$ cat src/rtl/rs485_failsafe_ctrl.sv
module rs485_failsafe_ctrl #(
  parameter int DIFF_W   = 16,
  parameter int TEMP_W   = 10,
  parameter int RX_HI_MV = -30,
  parameter int RX_LO_MV = -200,
  parameter int TRIP_C   = 150,
  parameter int CLEAR_C  = 140
) (
  input  logic                     clk,
  input  logic                     rst_n,
  input  logic                     tx_data,
  input  logic                     drv_en,
  input  logic                     rcv_en_n,
  input  logic signed [DIFF_W-1:0] diff_mv,
  input  logic                     bus_open,
  input  logic signed [TEMP_W-1:0] temp_c,
  input  logic                     logic_pwr_ok,
  input  logic                     bus_pwr_ok,
  output logic                     y_lvl,
  output logic                     y_oe,
  output logic                     z_lvl,
  output logic                     z_oe,
  output logic                     rx_lvl,
  output logic                     rx_oe
);

  localparam logic signed [DIFF_W-1:0] HI_T  = DIFF_W'(RX_HI_MV);
  localparam logic signed [DIFF_W-1:0] LO_T  = DIFF_W'(RX_LO_MV);
  localparam logic signed [TEMP_W-1:0] TRIP_T = TEMP_W'(TRIP_C);
  localparam logic signed [TEMP_W-1:0] CLR_T  = TEMP_W'(CLEAR_C);

  logic hot_q, dec_q;
  logic sup_ok, hot_d, drive, above_hi, below_lo, dec_d;
  logic rx_oe_d, rx_lvl_d;

  assign sup_ok   = logic_pwr_ok & bus_pwr_ok;
  assign hot_d    = (temp_c >= TRIP_T) ? 1'b1 :
                    (temp_c <= CLR_T)  ? 1'b0 : hot_q;
  assign drive    = drv_en & sup_ok & ~hot_d;

  assign above_hi = bus_open | (diff_mv > HI_T);
  assign below_lo = ~bus_open & (diff_mv < LO_T);
  assign dec_d    = !sup_ok  ? dec_q :
                    above_hi ? 1'b1  :
                    below_lo ? 1'b0  : dec_q;

  always_comb begin
    if (!logic_pwr_ok) begin
      rx_oe_d  = 1'b1;
      rx_lvl_d = 1'b0;
    end else if (rcv_en_n) begin
      rx_oe_d  = 1'b0;
      rx_lvl_d = 1'b0;
    end else if (!bus_pwr_ok) begin
      rx_oe_d  = 1'b1;
      rx_lvl_d = 1'b1;
    end else begin
      rx_oe_d  = 1'b1;
      rx_lvl_d = dec_d;
    end
  end

  always_ff @(posedge clk) begin
    if (!rst_n) begin
      hot_q  <= 1'b0;
      dec_q  <= 1'b1;
      y_oe   <= 1'b0;
      z_oe   <= 1'b0;
      y_lvl  <= 1'b0;
      z_lvl  <= 1'b0;
      rx_oe  <= 1'b0;
      rx_lvl <= 1'b0;
    end else begin
      hot_q  <= hot_d;
      dec_q  <= dec_d;
      y_oe   <= drive;
      z_oe   <= drive;
      y_lvl  <= drive & tx_data;
      z_lvl  <= drive & ~tx_data;
      rx_oe  <= rx_oe_d;
      rx_lvl <= rx_lvl_d;
    end
  end

  assert_drv_complement_R1: assert property (@(posedge clk) disable iff (!rst_n)
    y_oe |-> (z_oe && (z_lvl == !y_lvl)));
  assert_drv_off_R2: assert property (@(posedge clk) disable iff (!rst_n)
    !drv_en |=> (!y_oe && !z_oe && !y_lvl && !z_lvl));
  assert_rx_hiz_R3: assert property (@(posedge clk) disable iff (!rst_n)
    (logic_pwr_ok && rcv_en_n) |=> (!rx_oe && !rx_lvl));
  assert_rx_low_R4: assert property (@(posedge clk) disable iff (!rst_n)
    (sup_ok && !rcv_en_n && !bus_open && (diff_mv < LO_T)) |=> (rx_oe && !rx_lvl));
  assert_rx_open_R5: assert property (@(posedge clk) disable iff (!rst_n)
    (sup_ok && !rcv_en_n && bus_open) |=> (rx_oe && rx_lvl));
  assert_thermal_trip_R7: assert property (@(posedge clk) disable iff (!rst_n)
    (temp_c >= TRIP_T) |=> (!y_oe && !z_oe));
  assert_supply_drv_R8: assert property (@(posedge clk) disable iff (!rst_n)
    !sup_ok |=> (!y_oe && !z_oe));
  assert_logic_loss_R9: assert property (@(posedge clk) disable iff (!rst_n)
    !logic_pwr_ok |=> (rx_oe && !rx_lvl));

endmodule

$ cat config.mk
export PLATFORM = sky130hd
export DESIGN_NAME = rs485_failsafe_ctrl
export DESIGN_NICKNAME = d
export VERILOG_FILES = /design/src/rtl/rs485_failsafe_ctrl.sv
export SDC_FILE = /design/constraint.sdc
export NUM_CORES = 1
export LEC_CHECK = 0
export BUFFER_PORTS_ARGS = -buffer_cell sky130_fd_sc_hd__buf_2
export CAP_MARGIN = 15
export CORE_AREA = 2 2 39 41
export DETAILED_ROUTE_END_ITERATION = 16
export DIE_AREA = 0 0 41 43
export PLACE_DENSITY = 0.66
export SETUP_SLACK_MARGIN = 0.2
export SLEW_MARGIN = 20
export SYNTH_ARGS = -nofsm -noshare
export SYNTH_HDL_FRONTEND = slang
export SYNTH_SLANG_ARGS = --single-unit
$ cat constraint.sdc
create_clock -name clk -period 1.15 [get_ports clk]
set_input_delay 0.0575 -clock clk [delete_from_list [all_inputs] [get_ports clk]]
set_output_delay 0.0575 -clock clk [all_outputs]
set_load 0.1 [all_outputs]
==> impl_results.md <==
* GPL Wtd Cong at 0.754
* Worst setup SP type: register
* Clk_lat worst skew at 250 ps
* First-pass GRT wire length at 1660 um
* Dpl hpwl at 847 um
* Worst r2r path cells at 4
* GRT Overall Usage at 13.8%
* CP Class: register to register
* Initial core utilization at 25.9%
* Seq pwr share at 38.8%
* P&R area growth vs syn at 88.5%
* Total grt overflow at 0
* Post-synth EDFFs at 0
* Post-Route WL at 1050 um
* Hold Fails Final Rpt at 0
* Num CTS Buffers at 3
* WP data required at around 1300 ps
* Initial DRC Count at 6
* Port Buf Inserts at 39
* Tmin final at ~1000 ps
* Hold Startpoint: logic_pwr_ok
* Clk_skew at 3.23 ps
* Die Span Y at 43 um
* Setup TNS at 0 ps
* Leakage at 0.000312 uW
* Row count at 14
* Tot Pwr at about 660 uW
* Slew @ Worst Pin at approximately 290 ps
* Power per cell area at 975 nW/um2
* Max Clk Rate at 0.989 GHz
* Synth area leader: dfxtp_1
* Vias at 473
* NumNets Final at approximately 120
* Placed Cells incl. Taps at 95
* Post-CTS setup buffer count at 0
* Synth top area share at between 30% and 40%
* Via count of the first global-routing pass at 464
* P_int at 458 uW
* Reg-to-reg endpoint: rx_lvl
* IO Pins at 40
* Sw Pwr at 200 uW
* Clock root cell: clkbuf_4
* Mean Syn Cell Area at 8.73 um2
* Die area at about 1800 um2
* Inserted Diodes at 0
* Drt wl/cell at 10.3 um
* Maximum vdd drop at 309 uV
* Crit end category: register
* Net Sw Frac at 30.4%
* CTS sink count at 7
* Final std cells w/o fill at 102
* Worst Slack Setup Final at 139 ps
* Die W at 41 um
* Post-layout util at 48.7%
* Reg2Reg Setup Slack at about 140 ps
* Hold worst-path end: rx_oe
* Worst-path fanout max at 3
* Post-synth top flop: dfxtp_1
* Antenna-violating nets left at 0
* Clock-pin slew on the worst setup and hold paths at 60 ps
* Largest net degree at the start of global routing at 5
* Setup violations, final at 0
* Drt drc at 0
* Clock share of power at about a third
* Max-Cap Viols at 0
* Post-synthesis sequential area ratio at 39.2%
* Layout cell share with drive strength beyond 1 at 65.1%
* Worst slack at placement at 128 ps
* Yosys reg bits at 7
* Max-slew headroom at the worst pin at 80.1%
* Hold path depth at 2
* Synth Instances at 41
* Crit share post-route at 88.0%
* Syn nets at 75
* DR vias/cell at 4.64
* Most frequent cells in the layout: 33 x buf_2, 6 x dfxtp_2, 4 x nor2b_1, 4 x nand2_1, 4 x buf_4
* Status: finished clean
* H-tree depth at 1
* Core Area at 1380 um2
* Fraction of registers with async set/reset at 0%
* Slew Viols, Final at 0
* Initial antenna violation count at 0
* R2R Path Start: dec_q
* Pre-antenna DRT Iters at 3
* Cell Area, Synth at 358 um2
* CP arrival at 1170 ps
* Combinational share of power at about a quarter
* Synth warnings at 0
* CTS tree: built
* Top post-synthesis cells by area: dfxtp_1 39%, nor2b_1 7.0%, nand4_1 5.2%
* Commonest non-fill, non-tap cell in the layout: buf_2
* Yosys cell types at 22
* Worst Hold Class: input port to register
* RSZ-0062 raised after global routing: true
* Clock Tree Buf Depth at 2
[routing by layer]
metal | share of wire (%) | wire [um] | track usage [%]
met3 | 5.5 | 58 | 4.71
met4 | 0.85 | 9 | 8.00
met2 | 57 | 602 | 24.4
met1 | 36 | 383 | 12.2
met5 | 0 | 0 | 0
[flip-flops by register name, indices dropped and copies added, names as in the netlist]
signal,flops
z_oe,1
hot_q,1
y_lvl,1
z_lvl,1
rx_lvl,1
dec_q,1
rx_oe,1
[synth_stat cells (all sizes together), types with 2 or more instances]
cell type,instances
o21ai,5
a211oi,2
nor2b,4
a31oi,2
dfxtp,7
nor2,2
nand2,4
nand4,3
inv,2
[worst max-delay path by stage]
stage / start / depth (start not counted) / slack, ps / to
2_1_floorplan: hot_q / 4 / 210 / hot_q
3_3_place_gp: dec_q / 4 / 120 / rx_lvl
3_5_place_dp: hot_q / 4 / 130 / hot_q
4_1_cts: hot_q / 4 / 160 / hot_q
5_1_grt: dec_q / 4 / 90 / rx_lvl
6_report: dec_q / 4 / 140 / rx_lvl
[cell type report]
cell class	count	area, um2
tap	16	20.0
sequential	7	151
fill	144	709
multi-input combinational	31	221
inverter	2	7.51
clock buffer	4	26.3
timing repair buffer	42	248
[timing repair]
item | CTS | global route
endpoints found under the hold margin | 4 | 0
gates resized for setup | 10 | 4
hold buffers | 3 | 0
setup endpoints to repair | 11 | 7
pin swaps | 6 | 1
[kinds of logic after synthesis]
family	share of synthesized area, %
simple gates	24.8
flops	39.2
buf+inv	4.20
compound gates	31.8
[power groups by stage]
stage	clock [uW]	combinational, uW	sequential [uW]
floorplan	0	37.9	300
global placement	0	151	259
detailed placement	0	152	259
CTS	237	168	255
global route	251	185	256
finish	231	172	255
[through the flow]
stage,instance area (um2),hold WS [ps]
after CTS,659,1.27
after global routing,674,11.0
final,674,7.74
after global placement,576,225
after detailed placement,576,224
after floorplan,368,118
[worst max-delay path, cell delays in order (launching register included)]
cell      delay [ps]
dfxtp_2          340
a41oi_2           40
a211oi_2         240
o21ai_2          110
a311oi_2         190
Power figures use the tool's default switching activity.
